==> config.mk <==
export PLATFORM = sky130hd
export DESIGN_NAME = keypad_scan_engine
export DESIGN_NICKNAME = d
export VERILOG_FILES = /design/src/rtl/kps_pkg.sv /design/src/rtl/kps_sync.sv /design/src/rtl/kps_sequencer.sv /design/src/rtl/kps_collector.sv /design/src/rtl/keypad_scan_engine.sv
export SDC_FILE = /design/constraint.sdc
export NUM_CORES = 1
export LEC_CHECK = 0
export ABC_CLOCK_PERIOD_IN_PS = 13700
export BUFFER_PORTS_ARGS = -buffer_cell sky130_fd_sc_hd__buf_2
export CAP_MARGIN = 20
export CORE_MARGIN = 2
export CORE_UTILIZATION = 40
export CTS_CLUSTER_DIAMETER = 30
export DETAILED_ROUTE_END_ITERATION = 8
export MAX_ROUTING_LAYER = met4
export PLACE_DENSITY = 0.68
export SLEW_MARGIN = 20
export SYNTH_ARGS = -nofsm -noshare
export SYNTH_HDL_FRONTEND = slang
export SYNTH_SLANG_ARGS = --single-unit
==> constraint.sdc <==
create_clock -name clk -period 13.7 [get_ports clk]
set_input_delay 2.74 -clock clk [delete_from_list [all_inputs] [get_ports clk]]
set_output_delay 2.74 -clock clk [all_outputs]
set_load 0.02 [all_outputs]
==> src/rtl/kps_pkg.sv <==
package kps_pkg;
  localparam int ENT_W     = 8;
  localparam int VALID_BIT = 7;
  localparam int ROW_LSB   = 3;
  localparam int ROW_FW    = 4;
  localparam int COL_FW    = 3;
  localparam int LEAD_CYC  = 5;
  localparam int ROW_BASE  = 16;

  typedef logic [ENT_W-1:0] ent_t;

  typedef enum logic [2:0] {
    SEQ_IDLE,
    SEQ_HOLD,
    SEQ_LEAD,
    SEQ_ROW,
    SEQ_GAP
  } seq_st_e;
endpackage

==> src/rtl/kps_sync.sv <==
module kps_sync #(
  parameter int W = 8
) (
  input  logic         clk,
  input  logic         rst_n,
  input  logic [W-1:0] d_in,
  output logic [W-1:0] d_out
);
  logic [W-1:0] s1_q, s2_q;

  // Resets to all ones: the pulled-up, no-key level.
  always_ff @(posedge clk or negedge rst_n) begin
    if (!rst_n) begin
      s1_q <= '1;
      s2_q <= '1;
    end else begin
      s1_q <= d_in;
      s2_q <= s1_q;
    end
  end

  assign d_out = s2_q;
endmodule

==> src/rtl/kps_sequencer.sv <==
module kps_sequencer
  import kps_pkg::*;
#(
  parameter int ROWS   = 16,
  parameter int DB_W   = 10,
  parameter int RPT_W  = 16,
  parameter int INIT_W = 20,
  parameter int RIDX_W = $clog2(ROWS)
) (
  input  logic              clk,
  input  logic              rst_n,
  input  logic              en,
  input  logic [DB_W-1:0]   db,
  input  logic [RPT_W-1:0]  rpt,
  input  logic [INIT_W-1:0] init_dly,
  input  logic [ROWS-1:0]   row_en,
  input  logic              any_low,
  input  logic              found,
  output logic [ROWS-1:0]   row_drv_n,
  output logic [RIDX_W-1:0] row_idx,
  output logic              win_first,
  output logic              win_sample,
  output logic              row_last,
  output logic              scan_start,
  output logic              scan_done,
  output logic              key_active
);
  localparam int TW0   = (INIT_W > RPT_W) ? INIT_W : RPT_W;
  localparam int TMR_W = ((TW0 > DB_W + 5) ? TW0 : DB_W + 5) + 1;

  seq_st_e           st_q, st_d;
  logic [TMR_W-1:0]  cnt_q, cnt_d, cnt_inc, row_len;
  logic [RIDX_W-1:0] row_q, row_d, first_idx, next_idx;
  logic              act_q, act_d;
  logic              has_first, has_next;
  logic              hold_end, lead_end, row_end, gap_end;

  // Lowest enabled row overall, and lowest enabled row above the current one.
  always_comb begin
    has_first = 1'b0;
    first_idx = '0;
    has_next  = 1'b0;
    next_idx  = '0;
    for (int r = ROWS - 1; r >= 0; r--) begin
      if (row_en[r]) begin
        has_first = 1'b1;
        first_idx = RIDX_W'(r);
      end
      if (row_en[r] && (r > int'(row_q))) begin
        has_next = 1'b1;
        next_idx = RIDX_W'(r);
      end
    end
  end

  // Phase-end conditions; a zero-length phase still takes one cycle.
  always_comb begin
    cnt_inc  = cnt_q + 1'b1;
    row_len  = TMR_W'(ROW_BASE) + TMR_W'(db);
    hold_end = cnt_inc >= TMR_W'(init_dly);
    lead_end = cnt_inc >= TMR_W'(LEAD_CYC);
    row_end  = cnt_inc >= row_len;
    gap_end  = cnt_inc >= TMR_W'(rpt);
  end

  always_comb begin
    win_sample = en && (st_q == SEQ_ROW) && (cnt_q >= TMR_W'(ROW_BASE - 1));
    win_first  = en && (st_q == SEQ_ROW) && (cnt_q == TMR_W'(ROW_BASE - 1));
    row_last   = en && (st_q == SEQ_ROW) && row_end;
    scan_start = en && (st_q == SEQ_LEAD) && (cnt_q == '0);
    scan_done  = (row_last && !has_next) ||
                 (en && (st_q == SEQ_LEAD) && lead_end && !has_first);
  end

  // Next-state logic
  always_comb begin
    st_d  = st_q;
    cnt_d = cnt_inc;
    row_d = row_q;
    act_d = act_q;
    if (!en) begin
      st_d  = SEQ_IDLE;
      cnt_d = '0;
      act_d = 1'b0;
    end else begin
      case (st_q)
        SEQ_IDLE: begin
          cnt_d = '0;
          if (any_low) begin
            st_d  = SEQ_HOLD;
            act_d = 1'b1;
          end
        end
        SEQ_HOLD: begin
          if (hold_end) begin
            st_d  = SEQ_LEAD;
            cnt_d = '0;
          end
        end
        SEQ_LEAD: begin
          if (lead_end) begin
            cnt_d = '0;
            if (has_first) begin
              st_d  = SEQ_ROW;
              row_d = first_idx;
            end else begin
              st_d  = SEQ_IDLE;
              act_d = 1'b0;
            end
          end
        end
        SEQ_ROW: begin
          if (row_end) begin
            cnt_d = '0;
            if (has_next) begin
              row_d = next_idx;
            end else if (found) begin
              st_d = SEQ_GAP;
            end else begin
              st_d  = SEQ_IDLE;
              act_d = 1'b0;
            end
          end
        end
        SEQ_GAP: begin
          if (gap_end) begin
            st_d  = SEQ_LEAD;
            cnt_d = '0;
          end
        end
        default: begin
          st_d  = SEQ_IDLE;
          cnt_d = '0;
        end
      endcase
    end
  end

  // State registers
  always_ff @(posedge clk or negedge rst_n) begin
    if (!rst_n) begin
      st_q  <= SEQ_IDLE;
      cnt_q <= '0;
      row_q <= '0;
      act_q <= 1'b0;
    end else begin
      st_q  <= st_d;
      cnt_q <= cnt_d;
      row_q <= row_d;
      act_q <= act_d;
    end
  end

  // Row drive decode
  always_comb begin
    row_drv_n = '1;
    if (en) begin
      case (st_q)
        SEQ_IDLE, SEQ_HOLD: row_drv_n = ~row_en;
        SEQ_ROW:            row_drv_n[row_q] = 1'b0;
        default:            row_drv_n = '1;
      endcase
    end
  end

  assign row_idx    = row_q;
  assign key_active = act_q;


  off_idle_chk: assert property (@(posedge clk) disable iff (!rst_n)
    !en |=> !act_q);

  row_guard_chk: assert property (@(posedge clk) disable iff (!rst_n)
    ((~row_drv_n) & ~row_en) == '0);

  one_row_chk: assert property (@(posedge clk) disable iff (!rst_n)
    (en && st_q == SEQ_ROW) |-> $onehot(~row_drv_n));

  idle_quiet_chk: assert property (@(posedge clk) disable iff (!rst_n)
    (st_q == SEQ_IDLE) |-> !act_q);
endmodule

==> src/rtl/kps_collector.sv <==
module kps_collector
  import kps_pkg::*;
#(
  parameter int COLS    = 8,
  parameter int MAX_ENT = 8,
  parameter int RIDX_W  = 4,
  parameter int CNT_W   = $clog2(MAX_ENT + 1)
) (
  input  logic                     clk,
  input  logic                     rst_n,
  input  logic [RIDX_W-1:0]        row_idx,
  input  logic [COLS-1:0]          col_n,
  input  logic                     win_first,
  input  logic                     win_sample,
  input  logic                     row_last,
  input  logic                     scan_start,
  input  logic                     scan_done,
  output logic                     found,
  output logic [MAX_ENT*ENT_W-1:0] snap_entries,
  output logic [CNT_W-1:0]         snap_count,
  output logic                     snap_upd
);
  localparam int IDX_W = (MAX_ENT > 1) ? $clog2(MAX_ENT) : 1;

  logic [COLS-1:0]  acc_q, acc_d;
  ent_t             work_q [MAX_ENT];
  ent_t             app    [MAX_ENT];
  ent_t             pub_q  [MAX_ENT];
  logic [CNT_W-1:0] wcnt_q, app_cnt, pcnt_q;
  logic             upd_q;
  ent_t             ent;

  // Debounce accumulator and in-order append of this row's keys.
  always_comb begin
    acc_d = acc_q;
    if (win_sample) acc_d = (win_first ? {COLS{1'b1}} : acc_q) & ~col_n;
    app     = work_q;
    app_cnt = wcnt_q;
    ent     = '0;
    if (row_last) begin
      for (int c = 0; c < COLS; c++) begin
        if (acc_d[c] && (app_cnt < CNT_W'(MAX_ENT))) begin
          ent = '0;
          ent[VALID_BIT]            = 1'b1;
          ent[ROW_LSB +: ROW_FW]    = ROW_FW'(row_idx);
          ent[0 +: COL_FW]          = COL_FW'(c);
          app[app_cnt[IDX_W-1:0]]   = ent;
          app_cnt                   = app_cnt + 1'b1;
        end
      end
    end
  end

  assign found = (app_cnt != '0);

  always_ff @(posedge clk or negedge rst_n) begin
    if (!rst_n) begin
      acc_q  <= '0;
      wcnt_q <= '0;
      pcnt_q <= '0;
      upd_q  <= 1'b0;
      for (int i = 0; i < MAX_ENT; i++) begin
        work_q[i] <= '0;
        pub_q[i]  <= '0;
      end
    end else begin
      acc_q <= acc_d;
      upd_q <= scan_done;
      if (scan_start) begin
        wcnt_q <= '0;
        for (int i = 0; i < MAX_ENT; i++) work_q[i] <= '0;
      end else if (row_last) begin
        wcnt_q <= app_cnt;
        for (int i = 0; i < MAX_ENT; i++) work_q[i] <= app[i];
      end
      if (scan_done) begin
        pcnt_q <= app_cnt;
        for (int i = 0; i < MAX_ENT; i++) pub_q[i] <= app[i];
      end
    end
  end

  for (genvar g = 0; g < MAX_ENT; g++) begin : g_flat
    assign snap_entries[g*ENT_W +: ENT_W] = pub_q[g];


    slot_empty_chk: assert property (@(posedge clk) disable iff (!rst_n)
      (pcnt_q <= CNT_W'(g)) |-> !pub_q[g][VALID_BIT]);
  end

  assign snap_count = pcnt_q;
  assign snap_upd   = upd_q;


  upd_pulse_chk: assert property (@(posedge clk) disable iff (!rst_n)
    upd_q |=> !upd_q);

  cnt_bound_chk: assert property (@(posedge clk) disable iff (!rst_n)
    pcnt_q <= CNT_W'(MAX_ENT));

  snap_hold_chk: assert property (@(posedge clk) disable iff (!rst_n)
    !scan_done |=> $stable(pcnt_q));
endmodule

==> src/rtl/keypad_scan_engine.sv <==
module keypad_scan_engine
  import kps_pkg::*;
#(
  parameter int ROWS    = 16,
  parameter int COLS    = 8,
  parameter int MAX_ENT = 8,
  parameter int DB_W    = 10,
  parameter int RPT_W   = 16,
  parameter int INIT_W  = 20,
  localparam int RIDX_W = $clog2(ROWS),
  localparam int CNT_W  = $clog2(MAX_ENT + 1)
) (
  input  logic                     clk,
  input  logic                     rst_n,
  input  logic                     cfg_enable,
  input  logic [DB_W-1:0]          cfg_debounce,
  input  logic [RPT_W-1:0]         cfg_repeat,
  input  logic [INIT_W-1:0]        cfg_init_dly,
  input  logic [ROWS-1:0]          cfg_row_en,
  input  logic [COLS-1:0]          col_in_n,
  output logic [ROWS-1:0]          row_drv_n,
  output logic [MAX_ENT*ENT_W-1:0] snap_entries,
  output logic [CNT_W-1:0]         snap_count,
  output logic                     snap_upd,
  output logic                     key_active
);
  logic [COLS-1:0]   col_s;
  logic [RIDX_W-1:0] row_idx;
  logic              any_low, found;
  logic              win_first, win_sample, row_last, scan_start, scan_done;

  kps_sync #(.W(COLS)) i_sync (
    .clk   (clk),
    .rst_n (rst_n),
    .d_in  (col_in_n),
    .d_out (col_s)
  );

  assign any_low = |(~col_s);

  kps_sequencer #(
    .ROWS   (ROWS),
    .DB_W   (DB_W),
    .RPT_W  (RPT_W),
    .INIT_W (INIT_W),
    .RIDX_W (RIDX_W)
  ) i_seq (
    .clk        (clk),
    .rst_n      (rst_n),
    .en         (cfg_enable),
    .db         (cfg_debounce),
    .rpt        (cfg_repeat),
    .init_dly   (cfg_init_dly),
    .row_en     (cfg_row_en),
    .any_low    (any_low),
    .found      (found),
    .row_drv_n  (row_drv_n),
    .row_idx    (row_idx),
    .win_first  (win_first),
    .win_sample (win_sample),
    .row_last   (row_last),
    .scan_start (scan_start),
    .scan_done  (scan_done),
    .key_active (key_active)
  );

  kps_collector #(
    .COLS    (COLS),
    .MAX_ENT (MAX_ENT),
    .RIDX_W  (RIDX_W),
    .CNT_W   (CNT_W)
  ) i_col (
    .clk          (clk),
    .rst_n        (rst_n),
    .row_idx      (row_idx),
    .col_n        (col_s),
    .win_first    (win_first),
    .win_sample   (win_sample),
    .row_last     (row_last),
    .scan_start   (scan_start),
    .scan_done    (scan_done),
    .found        (found),
    .snap_entries (snap_entries),
    .snap_count   (snap_count),
    .snap_upd     (snap_upd)
  );
endmodule

==> summary.txt, run 1 <==
CTS
  • Worst-Skew Late Latency: 450 ps
  • Clk slew on worst S/H paths: around 80 ps
  • H-Tree Depth: 4
  • Hold Buf Count CTS: 0
  • CTS tree: yes
  • Post-CTS Setup Bufs: 0
  • Cts repair resizes: 0
  • Max Buffers Root-to-Sink: 2
  • Root Buffer: clkbuf_16
  • Clk sink count: 190
  • CTS buffer count: 17

Yosys
  • Post-synth EDFFs: 0
  • Post-synthesis mux area share: 3.089%
  • Ys flop type: dfrtp_1
  • Cell variety after synth: 93
  • Register area share after synthesis: 37.66%
  • Post-synth ARST share: between 90% and 100%
  • Simple-Gate Fraction of Synth Area: 22.50%
  • Adder-cell share of the synthesized area: 5.527%
  • Compound-Gate Fraction of Synth Area: 22.43%
  • Syn_nets: 1655
  • Synth top area share: 34.35%
  • Largest family of logic cells by synthesized area: simple AND/OR/NAND/NOR gates
  • Synthesized flop and latch total: 190
  • Syn. warnings: 0
  • Ranking of synthesized cells by area: dfrtp_1 34%, nor2_1 5.8%, ha_1 5.5%
  • Post-Synthesis Cell Area: 0.01268 mm²
  • Syn Area/Cell: 8.307 µm²
  • Xor/xnor cell area share of the yosys netlist: under 10%
  • Post-Syn Instances: 1526
  • Post-synth top area cell: dfrtp_1

Layout
  • Design Area, Final: around 0.014 mm²
  • Diode count: 0
  • Most frequent cells in the layout: 196 x nor2_1, 174 x dfrtp_1, 171 x nand2_1, 157 x buf_2, 96 x o21ai_0
  • Post-route core utilization: 45.89%
  • Share of layout cells above drive strength 1: 15.60%
  • Fillers: between 3000 and 4000
  • Commonest non-fill, non-tap cell in the layout: nor2_1
  • Final net count: between 1500 and 2000
  • Area delta synth->final: 13.63%

Timing
  • RSZ-0062 raised after global routing: no
  • Slew Limit Fails: 0
  • Final Hold Fails: 0
  • Final Cycle Share: 74.98%
  • Period minus WS final: 10270 ps
  • Worst Tran Pin Value: 1041 ps
  • Setup_tns: 0 ps
  • Final setup fails: 0
  • Rel. slew slack: 29.71%
  • Clk_skew: 18.11 ps
  • Maximum clock frequency: 97.34 MHz

Routing
  • Via density: about 5.9
  • TritonRoute pass-1 iters: 5
  • Final wirelength: between 30000 and 40000 µm
  • # DRC: 0
  • Via count: 12060
  • Wire per inst: 18.79 µm
  • Iter 0 DRT Violations: 1143
  • Post-DRT Antenna Nets: 0

Setup path
  • Setup crit start: cfg_enable
  • CP endpoint: i_col.work_q[59]
  • Slowest stage delay, CP: 630 ps
  • Crit. path cell count: 27
  • Crit path max fanout: 18
  • Crit Path Class: input pin to flip-flop
  • Worst EP required: around 14000 ps
  • CP Capture Type: flip-flop
  • Critical path buffer and inverter count: 4
  • Critical Path AT: roughly 11000 ps
  • End of the worst register-to-register path: i_col.work_q[59]
  • CP delay by family, top: compound AO/OA/AOI/OAI gates
  • Reg-to-reg startpoint: i_seq.cnt_q[0]
  • Setup slack, reg-to-reg: 5080 ps
  • CP max-delay cell: a21boi_0
  • CP Launch Type: input pin
  • Register-to-Register Path Depth: 27

Floorplanning
  • Die H: 182.0 µm
  • Initial cell density of the core: 40.38%
  • Die area: 0.03313 mm²
  • I/O Pins: 159
  • Core Footprint: 0.03139 mm²
  • Row count: 65
  • DIE WIDTH: 182.0 µm

Worst hold path
  • HP Class: flip-flop to flip-flop
  • Worst Hold Launch: i_sync.s1_q[6]

Global route
  • Largest net degree at the start of global routing: about 130
  • Global-route wire length before repair: 61560 µm
  • Total track usage: 23.88%
  • Vias in the first global route: 11470
  • GRT overflow: 0
  • Antenna violations before repair: 0

Pwr
  • VDD IR max: approximately 120 µV
  • Final Total Pwr: 1.670 mW
  • Leak: 6.934 nW
  • Power density cells: 115.9 mW/mm²

Placed design
  • GP Congestion: 0.9839
  • Placed inst area: 0.01379 mm²
  • DP HPWL: 28420 µm
  • PortBufs: between 150 and 200

Status
  • Status: complete, no violations

Flow run
  • Max Cap Viol: 0
==> synth_stat cells (16+ instances only) <==
cell      count
a21o_1       24
a21oi_1      84
a31oi_1      19
clkbuf_1     54
dfrtp_1     174
dfstp_2      16
ha_1         56
inv_1        86
mux2i_1      38
nand2_1     171
nand3_1      55
nand4_1      32
nor2_1      197
nor2b_1      25
nor3_1       44
o21ai_0      96
o21ai_1      34
o221ai_1     18
o31ai_1      18
xnor2_1      26
==> per-stage QoR <==
stage | instances | hold WS [ps] | worst slack [ps]
floorplan | 1526 | 345.2 | 4680
global placement | 2024 | 346.9 | 3323
detailed placement | 2024 | 347.8 | 3125
CTS | 2056 | 356.6 | 3565
global route | 2056 | 356.0 | 2863
finish | 2056 | 354.7 | 3427
==> how the worst min path moves through the flow <==
stage                       to  slack (ps)  depth (start not counted)
4_1_cts        i_sync.d_out[6]         360                          0
6_report       i_sync.d_out[6]         350                          0
2_1_floorplan  i_sync.d_out[0]         350                          0
3_3_place_gp   i_sync.d_out[1]         350                          0
5_1_grt        i_sync.d_out[6]         360                          0
3_5_place_dp   i_sync.d_out[6]         350                          0
==> metal layers <==
metal | part of all wire (%) | wire length, µm | up-vias | track usage, %
li1 | - | - | 5716 | -
met1 | 47 | 18010 | 5878 | 32.77
met2 | 45 | 17580 | 409 | 36.21
met3 | 5.5 | 2137 | 59 | 3.650
met4 | 2.3 | 907 | 0 | 7.903
met5 | 0 | 0 | - | -
==> cells by family after synthesis <==
kind of cell | after synthesis
AO/OA/AOI/OAI | 422
XOR/XNOR | 43
adder cells (fa/ha/maj) | 56
flip-flops | 190
other | 1
AND/OR/NAND/NOR | 609
buffers and inverters | 166
multiplexers | 39
==> flip-flops by register name, summed over array words and instances (netlist names), 3 cells and up <==
register,flops
i_sync.d_out,8
i_seq.cnt_q,21
i_sync.s1_q,8
i_col.snap_count,4
i_col.work_q,64
i_seq.row_idx,4
i_col.snap_entries,64
i_col.wcnt_q,4
i_seq.st_q,3
i_col.acc_q,8
==> layout make-up <==
cell class                      count  area, µm²  area share [%]
Clock inverter                     14      175.2           1.216
Tap cell                          402      503.0           3.492
Timing Repair Buffer              173      915.9           6.358
Inverter                           89      334.1           2.319
Clock buffer                       18      439.2           3.049
Multi-Input combinational cell   1170       7263           50.42
Sequential cell                   190       4775           33.15
==> power breakdown <==
group | switching (mW) | internal [mW] | total (mW)
sequential | 0.0611 | 0.586 | 0.647
combinational | 0.341 | 0.161 | 0.502
clock | 0.266 | 0.255 | 0.521
total | 0.668 | 1.00 | 1.67
Power figures use the tool's default switching activity.
==> run 2: changes to the inputs <==
--- a/config.mk
+++ b/config.mk
@@ -5,7 +5,7 @@
 export SDC_FILE = /design/constraint.sdc
 export NUM_CORES = 1
 export LEC_CHECK = 0
-export ABC_CLOCK_PERIOD_IN_PS = 13700
+export ABC_CLOCK_PERIOD_IN_PS = 9150
 export BUFFER_PORTS_ARGS = -buffer_cell sky130_fd_sc_hd__buf_2
 export CAP_MARGIN = 20
 export CORE_MARGIN = 2
@@ -13,7 +13,7 @@
 export CTS_CLUSTER_DIAMETER = 30
 export DETAILED_ROUTE_END_ITERATION = 8
 export MAX_ROUTING_LAYER = met4
-export PLACE_DENSITY = 0.68
+export PLACE_DENSITY = 0.7
 export SLEW_MARGIN = 20
 export SYNTH_ARGS = -nofsm -noshare
 export SYNTH_HDL_FRONTEND = slang
==> constraint.sdc (replaced) <==
create_clock -name clk -period 9.15 [get_ports clk]
set_input_delay 1.83 -clock clk [delete_from_list [all_inputs] [get_ports clk]]
set_output_delay 1.83 -clock clk [all_outputs]
set_load 0.02 [all_outputs]
==> run 2 against run 1 <==
Against the previous run:
- cell count up 2.2%
- power is 52% higher
- cell area grew 2.8%
- sequential share of layout area fell by 0.89 points
- via count rose by 1.7%
- worst setup slack worse by 2900 ps
- clock skew about the same
- critical path depth up 2
- sequential cell count did not move
- wire length grew 3.5%
- highest routed layer unchanged
==> summary.txt, run 2 (synthesized netlist as in run 1, its figures left out) <==
Layout
  • Commonest non-fill, non-tap cell in the layout: nor2_1
  • Share of layout cells above drive strength 1: between 10% and 20%
  • Final net count: around 1800
  • Most frequent cells in the layout: 196 x nor2_1, 174 x dfrtp_1, 171 x nand2_1, 157 x buf_2, 96 x o21ai_0
  • Non-filler cells, final: 2102
  • Area delta synth->final: 16.76%
  • Design Area, Final: 0.01480 mm²
  • Diode count: 0

Setup path
  • Critical path buffer and inverter count: 5
  • Cell mode on critical path: inv_1
  • Slowest stage delay, CP: 660 ps
  • CP delay by family, top: compound AO/OA/AOI/OAI gates
  • Crit Path Class: input pin to flip-flop
  • Crit path max fanout: 8
  • Critical Path AT: approximately 9000 ps
  • CP Launch Type: input pin
  • CP Capture Type: flip-flop
  • Worst EP required: about 9500 ps
  • Setup slack, reg-to-reg: 1320 ps
  • CP max-delay cell: a21boi_0

Pwr
  • VDD IR max: roughly 100 µV
  • Power density cells: 172.0 mW/mm²
  • Leak: 7.177 nW

Timing
  • Final setup fails: 0
  • RSZ-0062 raised after global routing: no
  • Slew Limit Fails: 0
  • Period minus WS final: around 8600 ps
  • Clk_skew: 17.88 ps
  • Final Hold Fails: 0
  • Maximum clock frequency: between 100 and 150 MHz
  • Worst Tran Pin Value: 1095 ps
  • Setup_tns: 0 ps
  • Final Cycle Share: 93.79%
  • Rel. slew slack: 25.13%

Floorplanning
  • Die H: 182.0 µm
  • Die area: 0.03313 mm²
  • DIE WIDTH: 182.0 µm
  • Initial cell density of the core: 40.38%
  • I/O Pins: 159
  • Row count: 65
  • Core Footprint: 0.03139 mm²

Placed design
  • DP HPWL: a little under 30000 µm
  • GP Congestion: 1.003
  • Placed inst area: 0.01415 mm²
  • Post-Place Cells: 2069
  • PortBufs: 158

Routing
  • Final wirelength: 39980 µm
  • TritonRoute pass-1 iters: 6
  • Highest routing layer actually used: met4
  • Met1 WL: 18720 µm
  • Routed met2 length: 18200 µm
  • Iter 0 DRT Violations: roughly 1100
  • Via density: just under 6
  • Metal3 WL: 2312 µm
  • Wire per inst: approximately 19 µm
  • Via count: 12270
  • # DRC: 0
  • Post-DRT Antenna Nets: 0

CTS
  • Clk sink count: 190
  • H-Tree Depth: 4
  • CTS buffer count: 17
  • CTS tree: yes
  • Root Buffer: clkbuf_16
  • Hold Buf Count CTS: 0
  • Post-CTS Setup Bufs: 0
  • Clk slew on worst S/H paths: 70 ps
  • Max Buffers Root-to-Sink: 2
  • Worst-Skew Late Latency: around 440 ps
  • Cts repair resizes: 0

Flow run
  • Max Cap Viol: 0

Global route
  • Global-route wire length before repair: roughly 64000 µm
  • Total track usage: 24.78%
  • Largest net degree at the start of global routing: ~130
  • Vias in the first global route: 11600
  • Antenna violations before repair: 0
  • GRT overflow: 0

Status
  • Status: complete, no violations

Worst hold path
  • HP Class: flip-flop to flip-flop
run 2: cell count changes in the layout (fill, tap and decap cells not counted), moves of 2 or more:
cell,change
clkinvlp_4,+2
buf_16,+2
buf_12,+2
buf_4,+44
inv_12,-2
run 2: layer usage:
layer	up-vias	track usage, %
li1	5787	-
met1	5958	34.91
met2	474	38.31
met3	48	2.968
met4	0	5.710
met5	-	-
run 2: path summary, 6_finish.rpt:
check | start | to | cells after the start
setup / recovery | cfg_enable | i_col.snap_entries[19] | 29
hold / removal | i_sync.s1_q[4] | i_sync.d_out[4] | 0
setup reg to reg | i_seq.cnt_q[0] | i_col.snap_entries[19] | 29
hold reg to reg | i_sync.s1_q[4] | i_sync.d_out[4] | 0
max in group asynchronous | rst_n | i_col.work_q[17] | 2
min in group asynchronous | rst_n | i_col.snap_entries[27] | 1
run 2: cell type report:
type / count / area (µm²)
repair buffers: 220 / 1330
clock inverters: 14 / 171.4
clock buffers: 17 / 425.4
inverters: 89 / 334.1
fillers: 3076 / 16590
well taps: 402 / 503.0
flip-flops and latches: 190 / 4775
multi-input cells: 1170 / 7263
run 2: power by group:
| part | internal, mW | switching [mW] | leakage, nW |
|---|---|---|---|
| Sequential | 0.878 | 0.0708 | 2.58 |
| Combinational | 0.280 | 0.547 | 4.31 |
| Clock | 0.391 | 0.378 | 0.285 |
| Total | 1.55 | 0.996 | 7.18 |
run 2: worst register-to-register path, delay by kind of cell, from the launching register on:
kind                       cells  cell delay (ps)
xor gates and xnor gates       1              570
DFF                            1              580
adders and majority gates      4             1170
muxes                          1              290
buffers and inverters          4              410
AOI/OAI and AO/OA             12             3230
and+or+nand+nor                7             1460
run 2: stage by stage:
step           utilization [%]  total power, mW  setup WS [ps]  hold WS (ps)
3_5_place_dp             45.07            1.773          272.9         346.8
5_1_grt                  47.15            2.679          150.8         362.6
2_1_floorplan                -            1.490           1040         345.2
3_3_place_gp             45.07            1.777          509.8         347.4
4_1_cts                  46.97            2.546          649.0         359.8
6_report                 47.15            2.545          568.0         358.4
